===== src/rtl/acc_alu_exec.sv =====
module acc_alu_exec #(
  parameter int BANK_W = 2
) (
  input  logic              clk,
  input  logic              rst_n,
  input  logic              in_valid,
  input  logic [12:0]       instr,
  input  logic [7:0]        acc,
  input  logic [7:0]        reg_rd,
  input  logic [BANK_W-1:0] bank,
  input  logic              z_in,
  input  logic              c_in,
  input  logic              dc_in,
  output logic              out_valid,
  output logic [7:0]        result,
  output logic              wr_acc,
  output logic              wr_reg,
  output logic [BANK_W+5:0] reg_addr,
  output logic              z_out,
  output logic              c_out,
  output logic              dc_out,
  output logic              z_en,
  output logic              c_en,
  output logic              dc_en,
  output logic              skip
);
  localparam int AW = BANK_W + 6;

  wire [4:0] op      = instr[11:7];
  wire       to_reg  = instr[6];
  wire       grp     = ~instr[12];

  wire [8:0] add9 = {1'b0, acc} + {1'b0, reg_rd};
  wire [4:0] addn = {1'b0, acc[3:0]} + {1'b0, reg_rd[3:0]};
  wire [8:0] sub9 = {1'b0, reg_rd} + {1'b0, ~acc} + 9'd1;
  wire [4:0] subn = {1'b0, reg_rd[3:0]} + {1'b0, ~acc[3:0]} + 5'd1;

  logic [7:0] res;
  logic       hit, fz, fc, fdc, nc, ndc, sk;

  always_comb begin
    res = '0; hit = 1'b0; fz = 1'b0; fc = 1'b0; fdc = 1'b0;
    nc = c_in; ndc = dc_in; sk = 1'b0;
    if (grp) begin
      case (op)
        5'h00: if (to_reg) begin hit = 1'b1; res = acc; end
        5'h01: if (to_reg || instr[5:0] == 6'd0) begin hit = 1'b1; fz = 1'b1; end
        5'h02: begin hit = 1'b1; res = sub9[7:0]; fz = 1'b1; fc = 1'b1; fdc = 1'b1;
                     nc = sub9[8]; ndc = subn[4]; end
        5'h03: begin hit = 1'b1; res = reg_rd - 8'd1; fz = 1'b1; end
        5'h04: begin hit = 1'b1; res = acc | reg_rd; fz = 1'b1; end
        5'h05: begin hit = 1'b1; res = acc & reg_rd; fz = 1'b1; end
        5'h06: begin hit = 1'b1; res = acc ^ reg_rd; fz = 1'b1; end
        5'h07: begin hit = 1'b1; res = add9[7:0]; fz = 1'b1; fc = 1'b1; fdc = 1'b1;
                     nc = add9[8]; ndc = addn[4]; end
        5'h08: begin hit = 1'b1; res = reg_rd; fz = 1'b1; end
        5'h09: begin hit = 1'b1; res = ~reg_rd; fz = 1'b1; end
        5'h0A: begin hit = 1'b1; res = reg_rd + 8'd1; fz = 1'b1; end
        5'h0B: begin hit = 1'b1; res = reg_rd - 8'd1; sk = (reg_rd == 8'd1); end
        5'h0C: begin hit = 1'b1; res = {c_in, reg_rd[7:1]}; fc = 1'b1; nc = reg_rd[0]; end
        default: ;
      endcase
    end
  end

  always_ff @(posedge clk) begin
    if (!rst_n) begin
      out_valid <= 1'b0; result <= '0; wr_acc <= 1'b0; wr_reg <= 1'b0;
      reg_addr <= '0; z_out <= 1'b0; c_out <= 1'b0; dc_out <= 1'b0;
      z_en <= 1'b0; c_en <= 1'b0; dc_en <= 1'b0; skip <= 1'b0;
    end else begin
      out_valid <= in_valid;
      result    <= res;
      wr_acc    <= in_valid & hit & ~to_reg;
      wr_reg    <= in_valid & hit & to_reg;
      reg_addr  <= AW'({bank, instr[5:0]});
      z_en      <= in_valid & fz;
      c_en      <= in_valid & fc;
      dc_en     <= in_valid & fdc;
      skip      <= in_valid & sk;
      z_out     <= fz ? (res == 8'd0) : z_in;
      c_out     <= nc;
      dc_out    <= ndc;
    end
  end
endmodule



===== config.mk =====
export PLATFORM = sky130hd
export DESIGN_NAME = acc_alu_exec
export DESIGN_NICKNAME = d
export VERILOG_FILES = /design/src/rtl/acc_alu_exec.sv
export SDC_FILE = /design/constraint.sdc
export NUM_CORES = 1
export LEC_CHECK = 0
export BUFFER_PORTS_ARGS = -buffer_cell sky130_fd_sc_hd__buf_2
export CAP_MARGIN = 20
export CORE_ASPECT_RATIO = 0.75
export CORE_UTILIZATION = 50
export DETAILED_ROUTE_END_ITERATION = 6
export GPL_TIMING_DRIVEN = 1
export HOLD_SLACK_MARGIN = 0.1
export PLACE_DENSITY = 0.75
export RECOVER_POWER = 25
export SLEW_MARGIN = 20
export SYNTH_ARGS = -nofsm -noshare
export SYNTH_HDL_FRONTEND = slang
export SYNTH_SLANG_ARGS = --single-unit
export TNS_END_PERCENT = 10

===== constraint.sdc =====
create_clock -name clk -period 5.1 [get_ports clk]
set_clock_uncertainty 0.2 [all_clocks]
set_input_delay 0.255 -clock clk [delete_from_list [all_inputs] [get_ports clk]]
set_output_delay 0.255 -clock clk [all_outputs]
set_load 0.05 [all_outputs]

==> metrics.txt, run 1 <==
clock sink count 26; number of flops mapped to enable cells by yosys 0; Main synth FF type dfxtp_1; ANT cells 0; HPWL Detailed approximately 6000 um; first-pass GRT wire length ~13,000 um; clock transition at the registers of the reported paths around 0.08 ns; combinational power share between 40% and 50%; most frequent cells in the layout buf_2, inv_1, ha_1, dfxtp_1, nor2_1; CTS Hold Bufs 12; Buffers & Inverters on Critical Path 1; # Max-Cap Violations 0; sequential-to-total area share from yosys stat 20.0%; Peak supply drop roughly 0.1 mV; Buffers on Ports 62; total negative slack 0 ns; antenna viol nets, final 0; CP Launch Type primary input; GPL Wtd Cong roughly 1; switching portion of total power 36.3%; footprint of the multi-input gates between 1500 and 2000 um2; H-tree levels 1; pin count of the biggest net entering global routing 22; Max Root-Sink Buffers 2; Hold Crit Class in2reg; DRT Wirelength 7970 um; FF+latch count, synth 26; post-route minimum period 2.95 ns; max-slew violations 0; CP Capture Type flop; syn nets about 400; CP max stage delay between 0.4 and 0.5 ns; vias in the first global route 2,432; Critical Setup Path Class in2reg; worst path required time roughly 5 ns; Int Pwr roughly 340 uW; async set-or-reset flop fraction in the synthesized netlist 0%; status complete, no violations; YS warnings 0; CTS tree done; Final period util just under 60%; Synth Cell Area 2600 um2; Hold Vio Cnt, Final 0; hold endpoint skip$_SDFF_PN0_; Num CTS Buffers 3; via count roughly 2,800; initial DRC count about 440; post-DR vias/cell around 6.3; IO Pins 63; pwr dens about 180 nW/um2; overflow left after global routing 0; Filler cells about 450; CTS Root Cell clkbuf_8; Die ar. 5500 um2; Reg area roughly 520 um2; Top Family by Delay on Critical Path compound AO/OA/AOI/OAI gates; Synth Area per Inst approximately 8.0 um2; NumNets Final 451; RSZ-0062 raised after global routing no; Worst slew margin between 20% and 30%; Core Area around 5000 um2; fmax roughly 340 MHz; wire per inst about 18 um; DR pass1 iterations 5; GR Util All Layers between 20 and 30%; worst hold path startpoint reg_rd[7]; WHS Path Cells 2; setup bufs post-CTS 0; top flop regs reg_addr: 8 flops, result: 8 flops; share of layout cells above drive strength 1 a little under a fifth; Crit Path Max Fanout 12; final setup vio count 0; initial core utilization 52.5%; sequence of cells on the critical path buf_2, ha_1, fa_1, mux2_1, a22o_1, a221oi_1, a31oi_1, nor4b_1, o2111ai_1, o31ai_2; Flop pwr share between 30% and 40%; Slew @ Worst Pin between 1 and 1.5 ns; post-synth cell types 65; static leakage approximately 0.0014 uW; # rows 22; Psw between 150 and 200 uW; initial antenna violation count 0; final core occ 61.2%; commonest non-fill, non-tap cell in the layout buf_2; Post-Synthesis Cells between 300 and 400; CTS-repair resized insts 0; DRC errors left 0; area grow syn2layout 16.7%; Die H roughly 64 um; chip width between 80 and 90 um; Arrival @ worst endpoint 2.94 ns; Worst path slowest cell fa_1; Clock Power Share between 20 and 25%
## layout make-up
class / count / area share (%)
Multi-Input combinational cell: 252 / 61.5
Sequential cell: 26 / 17.2
Timing Repair Buffer: 75 / 14.1
Inverter: 27 / 3.34
Tap cell: 60 / 2.47
Clock buffer: 3 / 1.36
## Yosys cell counts, types with 7 or more instances
cell type	count	share of area [%]
buf_2	7	1.3
ha_1	27	13
a31oi_1	9	2.2
nand3_1	7	1.3
inv_1	27	3.9
nor3_1	11	2.1
o21ai_0	13	2.5
a22oi_1	10	2.9
clkbuf_1	8	1.2
a21oi_1	15	2.9
nand2_1	17	2.5
nor2_1	21	3.0
xnor2_1	8	2.7
dfxtp_1	26	20
and2_1	17	4.1
## power groups by stage
stage / Sequential, uW / Clock, uW / Combinational (uW)
after CTS: 212 / 112 / 212
final: 212 / 110 / 217
after global routing: 213 / 119 / 234
after detailed placement: 217 / 0 / 203
after floorplan: 244 / 0 / 122
after global placement: 216 / 0 / 202
## cells by family after synthesis
family | synth area share (%)
XOR/XNOR | 4.72
AO/OA/AOI/OAI | 28.4
adder cells (fa/ha/maj) | 14.5
flip-flops | 20.0
AND/OR/NAND/NOR | 23.4
multiplexers | 0.433
buffers and inverters | 8.42
## worst max-delay path by stage
| stage | slack (ns) | startpoint | depth (start not counted) | endpoint |
|---|---|---|---|---|
| after floorplan | 2.47 | reg_rd[2] | 11 | z_out$_SDFF_PN0_ |
| after detailed placement | 1.89 | reg_rd[0] | 10 | z_out$_SDFF_PN0_ |
| final | 2.15 | reg_rd[0] | 10 | z_out$_SDFF_PN0_ |
| after global placement | 1.97 | reg_rd[0] | 10 | z_out$_SDFF_PN0_ |
| after global routing | 1.87 | reg_rd[0] | 10 | z_out$_SDFF_PN0_ |
| after CTS | 2.16 | reg_rd[0] | 10 | z_out$_SDFF_PN0_ |
## through the flow
step | cell area, um2 | hold WS (ns) | instances | total power (uW) | setup WS (ns)
6_report | 3030 | 0.147 | 443 | 539 | 2.15
5_1_grt | 3030 | 0.143 | 443 | 566 | 1.87
4_1_cts | 3040 | 0.130 | 443 | 535 | 2.16
3_5_place_dp | 2880 | 0.276 | 428 | 420 | 1.89
3_3_place_gp | 2880 | 0.260 | 428 | 418 | 1.97
2_1_floorplan | 2600 | 0.127 | 325 | 366 | 2.47
## routing by layer
layer	part of all wire, %	wire (um)	track usage [%]
met5	0	0	0
met4	1.2	99	4.38
met3	11	866	4.20
met2	43	3390	45.1
met1	45	3610	44.5
No activity file was read; power rests on OpenSTA's default activity.
==> inputs of run 2 (changes only) <==
Clock period 5.1 ns to 3.1 ns, I/O delays scaled along.
==> run 2 against run 1 <==
Sequential cell count unchanged; design area increased by 6.4%; clock power increased by 92%; critical path depth unchanged; sequential share of layout area decreased by 1.0 points; count of clock-buffer cells in the layout increased by 1; sequential power increased by 65%; global-route usage increased by 3.5 points; worst setup slack got worse by 1.9 ns; critical endpoint unchanged.
==> metrics.txt, run 2 (synthesis results as in run 1) <==
Filler cells 449 (-0.44%); Worst path slowest cell nor4b_1; Hold Vio Cnt, Final 0 (unchanged); Die H 64.5 um (unchanged); Hold Crit Class in2reg; initial DRC count 460 (+3.8%); total negative slack 0 ns (unchanged); CTS Root Cell clkbuf_8; Levels on crit path 10 (unchanged); NumNets Final 472 (+4.7%); # rows 22 (unchanged); first-pass GRT wire length 13,900 um (+10%); antenna viol nets, final 0 (unchanged); # Max-Cap Violations 0 (unchanged); RSZ-0062 raised after global routing no; sequence of cells on the critical path buf_2, ha_1, fa_1, mux2_1, a22o_1, a221oi_1, a31oi_1, nor4b_1, o2111ai_1, o31ai_2; DRC errors left 0 (unchanged); most frequent cells in the layout buf_2, inv_1, ha_1, dlygate4sd3_1, dfxtp_1; Crit Path Max Fanout 4 (-8); initial antenna violation count 0 (unchanged); post-DR vias/cell 6.29 (+0.63%); Buffers & Inverters on Critical Path 1 (unchanged); vias in the first global route 2,697 (+11%); DRT Wirelength 8850 um (+11%); fmax between 300 and 400 MHz; wire per inst 19.0 um (+5.7%); pre-CTS WS 0.135 ns (-1.75 ns); CP max stage delay 0.55 ns (+0.11 ns); clock sink count 26 (unchanged); Critical Setup Path Class in2reg; via count 2,926 (+5.6%); DR pass1 iterations 5 (unchanged); share of layout cells above drive strength 1 17.3% (-0.99 points); post-route minimum period approximately 2.9 ns; CP Capture Type flop; Slew @ Worst Pin 0.729 ns (-0.394 ns); initial core utilization 52.5% (unchanged); top flop regs reg_addr: 8 flops, result: 8 flops; CTS tree done; commonest non-fill, non-tap cell in the layout buf_2; GR Util All Layers 32.9% (+3.5 points); GPL Wtd Cong 1.02 (+3.6%); Arrival @ worst endpoint 2.84 ns (-0.10 ns); chip width 85.3 um (unchanged); Overall Power 941 uW (+75%); CP Launch Type primary input; HPWL Detailed 6040 um (+1.5%); pwr dens 291 nW/um2 (+64%); Num CTS Buffers 3 (unchanged); Buffers on Ports 62 (unchanged); clock transition at the registers of the reported paths 0.08 ns (about the same); overflow left after global routing 0 (unchanged); Worst setup startpoint acc[0]; CTS-repair resized insts 0 (unchanged); Final period util roughly 90%; H-tree levels 1 (unchanged); Top Family by Delay on Critical Path compound AO/OA/AOI/OAI gates; Worst slew margin 51.3% (+26 points); PnR worst setup slack 0.247 ns (-1.90 ns); IO Pins 63 (unchanged); max-slew violations 0 (unchanged); status complete, no violations; pin count of the biggest net entering global routing 22 (unchanged); Max Root-Sink Buffers 2 (unchanged); worst path required time 3.09 ns (-1.99 ns); final setup vio count 0 (unchanged); Die ar. 5500 um2 (unchanged); Setup crit end z_out$_SDFF_PN0_; ANT cells 0 (unchanged); area grow syn2layout 24.2%; Core Area 4950 um2 (unchanged); static leakage 0.00145 uW (+6.6%); Peak supply drop 0.197 mV (+99%)
==> run 2: layout make-up <==
cell class	count	area, um2	share of cell area, %
sequential	26	520	16.1
multi-input combinational	252	1860	57.6
timing repair buffer	96	617	19.1
tap	60	75.1	2.32
inverter	27	101	3.14
clock buffer	4	55.1	1.70
==> run 2: worst min-delay path by stage <==
| stage | depth (start not counted) | end | slack (ns) | start |
|---|---|---|---|---|
| floorplan | 1 | wr_acc$_SDFF_PN0_ | 0.03 | instr[6] |
| global placement | 2 | reg_addr[7]$_SDFF_PN0_ | 0.16 | bank[1] |
| global route | 4 | result[0]$_SDFF_PN0_ | 0.20 | acc[0] |
| CTS | 4 | result[0]$_SDFF_PN0_ | 0.17 | acc[0] |
| finish | 4 | result[0]$_SDFF_PN0_ | 0.16 | acc[0] |
| detailed placement | 2 | reg_addr[7]$_SDFF_PN0_ | 0.17 | bank[1] |
==> run 2: metrics by stage <==
| stage | std cells | hold slack [ns] | instance area (um2) | utilization, % |
|---|---|---|---|---|
| 3_3_place_gp | 434 | 0.161 | 2920 | 58.9 |
| 6_report | 465 | 0.158 | 3230 | 65.2 |
| 3_5_place_dp | 434 | 0.172 | 2920 | 58.9 |
| 5_1_grt | 465 | 0.196 | 3230 | 65.2 |
| 4_1_cts | 465 | 0.170 | 3250 | 65.5 |
| 2_1_floorplan | 325 | 0.0266 | 2600 | - |
==> run 2: repair_timing <==
item | in CTS | in global routing
hold endpoints to repair | 20 | 0
setup buffers | 0 | 0
hold buffers | 27 | 0
endpoints found under the setup margin | 0 | 0
==> run 2: layer usage <==
metal  track usage, %  routed length [um]  vias to the layer above
met1             45.0                3570                     1337
met5                0                   0                        -
met2             49.1                3840                      207
met3             10.7                1160                       31
li1                 -                   -                     1351
met4             10.6                 280                        0
==> run 2: power by group <==
group	internal (uW)	leakage (uW)	total (uW)	switching (uW)
Clock	113	0.0000288	211	97.4
Sequential	346	0.000213	350	3.52
Combinational	146	0.00121	381	235
==> inputs of run 3 (changes only) <==
Settings changed: CORE_ASPECT_RATIO 0.75 to 0.7, CTS_BUF_LIST set to sky130_fd_sc_hd__clkbuf_4 sky130_fd_sc_hd__clkbuf_8.
==> run 3 against run 2 <==
Utilization increased by 1.6 points; sequential share of layout area decreased by 0.17 points; combinational power about the same; via count increased by 1.3%; global-route usage increased by 1.6 points; critical path type unchanged; critical endpoint unchanged; largest cell class unchanged.
==> metrics.txt, run 3 (synthesis results as in run 1) <==
# Max-Cap Violations 0 (unchanged); pwr dens 310 nW/um2 (+6.3%); max-slew violations 0 (unchanged); antenna viol nets, final 0 (unchanged); pin count of the biggest net entering global routing 16 (-27%); total negative slack 0 ns (unchanged); Worst slew margin 58.6% (+7.3 points); RSZ-0062 raised after global routing no; Core Area 4890 um2 (-1.4%); clock transition at the registers of the reported paths 0.09 ns (about the same); static leakage 0.00147 uW (+1.2%); initial antenna violation count 0 (unchanged); CTS Root Cell clkbuf_8; final setup vio count 0 (unchanged); Buffers on Ports 62 (unchanged); commonest non-fill, non-tap cell in the layout buf_2; final non-filler cell area 3260 um2 (+1.0%); first-pass GRT wire length 14,500 um (+4.3%); initial DRC count 330 (-28%); share of layout cells above drive strength 1 18.0% (+0.70 points); Max Root-Sink Buffers 2 (unchanged); post-DR vias/cell 6.24 (-0.83%); worst path required time 3.10 ns (about the same); vias in the first global route 2,802 (+3.9%); Slew @ Worst Pin 0.621 ns (-0.108 ns); Hold Vio Cnt, Final 0 (unchanged); final core occ 66.8% (+1.6 points); top flop regs reg_addr: 8 flops, result: 8 flops; Peak supply drop 0.247 mV (+25%); # rows 21 (-4.5%); DRT Wirelength 9180 um (+3.7%); most frequent cells in the layout buf_2, inv_1, ha_1, dfxtp_1, dlygate4sd3_1; clock sink count 26 (unchanged); IO Pins 63 (unchanged); chip width 88.2 um (+3.4%); fmax 372 MHz (+6.2%); Die ar. 5500 um2 (about the same); CTS tree done; Critical Setup Path Class in2reg; Num CTS Buffers 3 (unchanged); status complete, no violations; post-route minimum period 2.69 ns (-0.166 ns); via count 2,964 (+1.3%); GPL Wtd Cong 0.999 (-2.0%); GR Util All Layers 34.5% (+1.6 points); HPWL Detailed 6580 um (+8.9%); CP Launch Type primary input; Final period util 86.7% (-5.3 points); CP Capture Type flop; H-tree levels 1 (unchanged); DRC errors left 0 (unchanged); area grow syn2layout 25.5%; Arrival @ worst endpoint 2.68 ns (-0.16 ns); Hold Crit Class in2reg; ANT cells 0 (unchanged); initial core utilization 53.2% (+0.73 points); DR pass1 iterations 5 (unchanged); Die H 62.3 um (-3.3%); setup bufs post-CTS 0 (unchanged); overflow left after global routing 0 (unchanged); Crit Path Max Fanout 11 (+7); wire per inst 19.3 um (+1.5%); NumNets Final 473 (+0.21%); Post-DP Area 2950 um2 (+0.90%)
==> run 3: changes by cell type in the layout (fill, tap and decap cells not counted) <==
| cell | delta |
|---|---|
| bufinv_16 | +1 |
| clkbuf_8 | -1 |
| dlygate4sd3_1 | -1 |
| clkbuf_1 | -1 |
| buf_4 | +2 |
| buf_2 | +1 |
==> run 3: cell type report <==
class / instances / area (um2)
flip-flops and latches: 26 / 520
repair buffers: 97 / 623
multi-input cells: 252 / 1860
clock inverters: 1 / 30.0
inverters: 27 / 101
well taps: 69 / 86.3
clock buffers: 3 / 41.3
fillers: 431 / 1620
==> run 3: through the flow <==
stage / hold slack (ns) / setup slack [ns] / cells / power, uW
global route: 0.190 / 0.207 / 475 / 1060
finish: 0.206 / 0.413 / 475 / 1010
global placement: 0.163 / 0.293 / 445 / 700
floorplan: 0.0266 / 0.574 / 325 / 603
CTS: 0.181 / 0.477 / 475 / 1000
detailed placement: 0.164 / 0.210 / 445 / 702
==> run 3: critical path, cell delays in order <==
cell and delay [ns]:
buf_2 0.11, buf_4 0.17, inv_1 0.15, ha_1 0.19, inv_1 0.05, fa_1 0.45
a311oi_1 0.48, o21ai_0 0.14, o31a_1 0.25, nor3_1 0.22, a31oi_1 0.14, o31ai_2 0.17
==> run 3: layer usage <==
metal	wire, um	up-vias	global-route usage, %
met1	3920	1378	48.9
met5	0	-	0
met2	3970	209	51.5
met3	1130	23	9.97
met4	159	0	7.46
li1	-	1354	-
==> run 3: power by group <==
group	switching (uW)	internal, uW
logic	239	145
clock network	105	173
registers	3.43	346
==> run 3: path summary, 6_finish.rpt <==
| path | depth (start not counted) | slack, ns | start | endpoint |
|---|---|---|---|---|
| max | 12 | 0.41 | reg_rd[0] | z_out$_SDFF_PN0_ |
| min | 4 | 0.21 | acc[0] | result[0]$_SDFF_PN0_ |
==> run 3: repair_timing <==
action	4_1_cts	5_1_grt
endpoints found under the hold margin	20	0
hold buffers	26	0
gates resized for setup	0	0
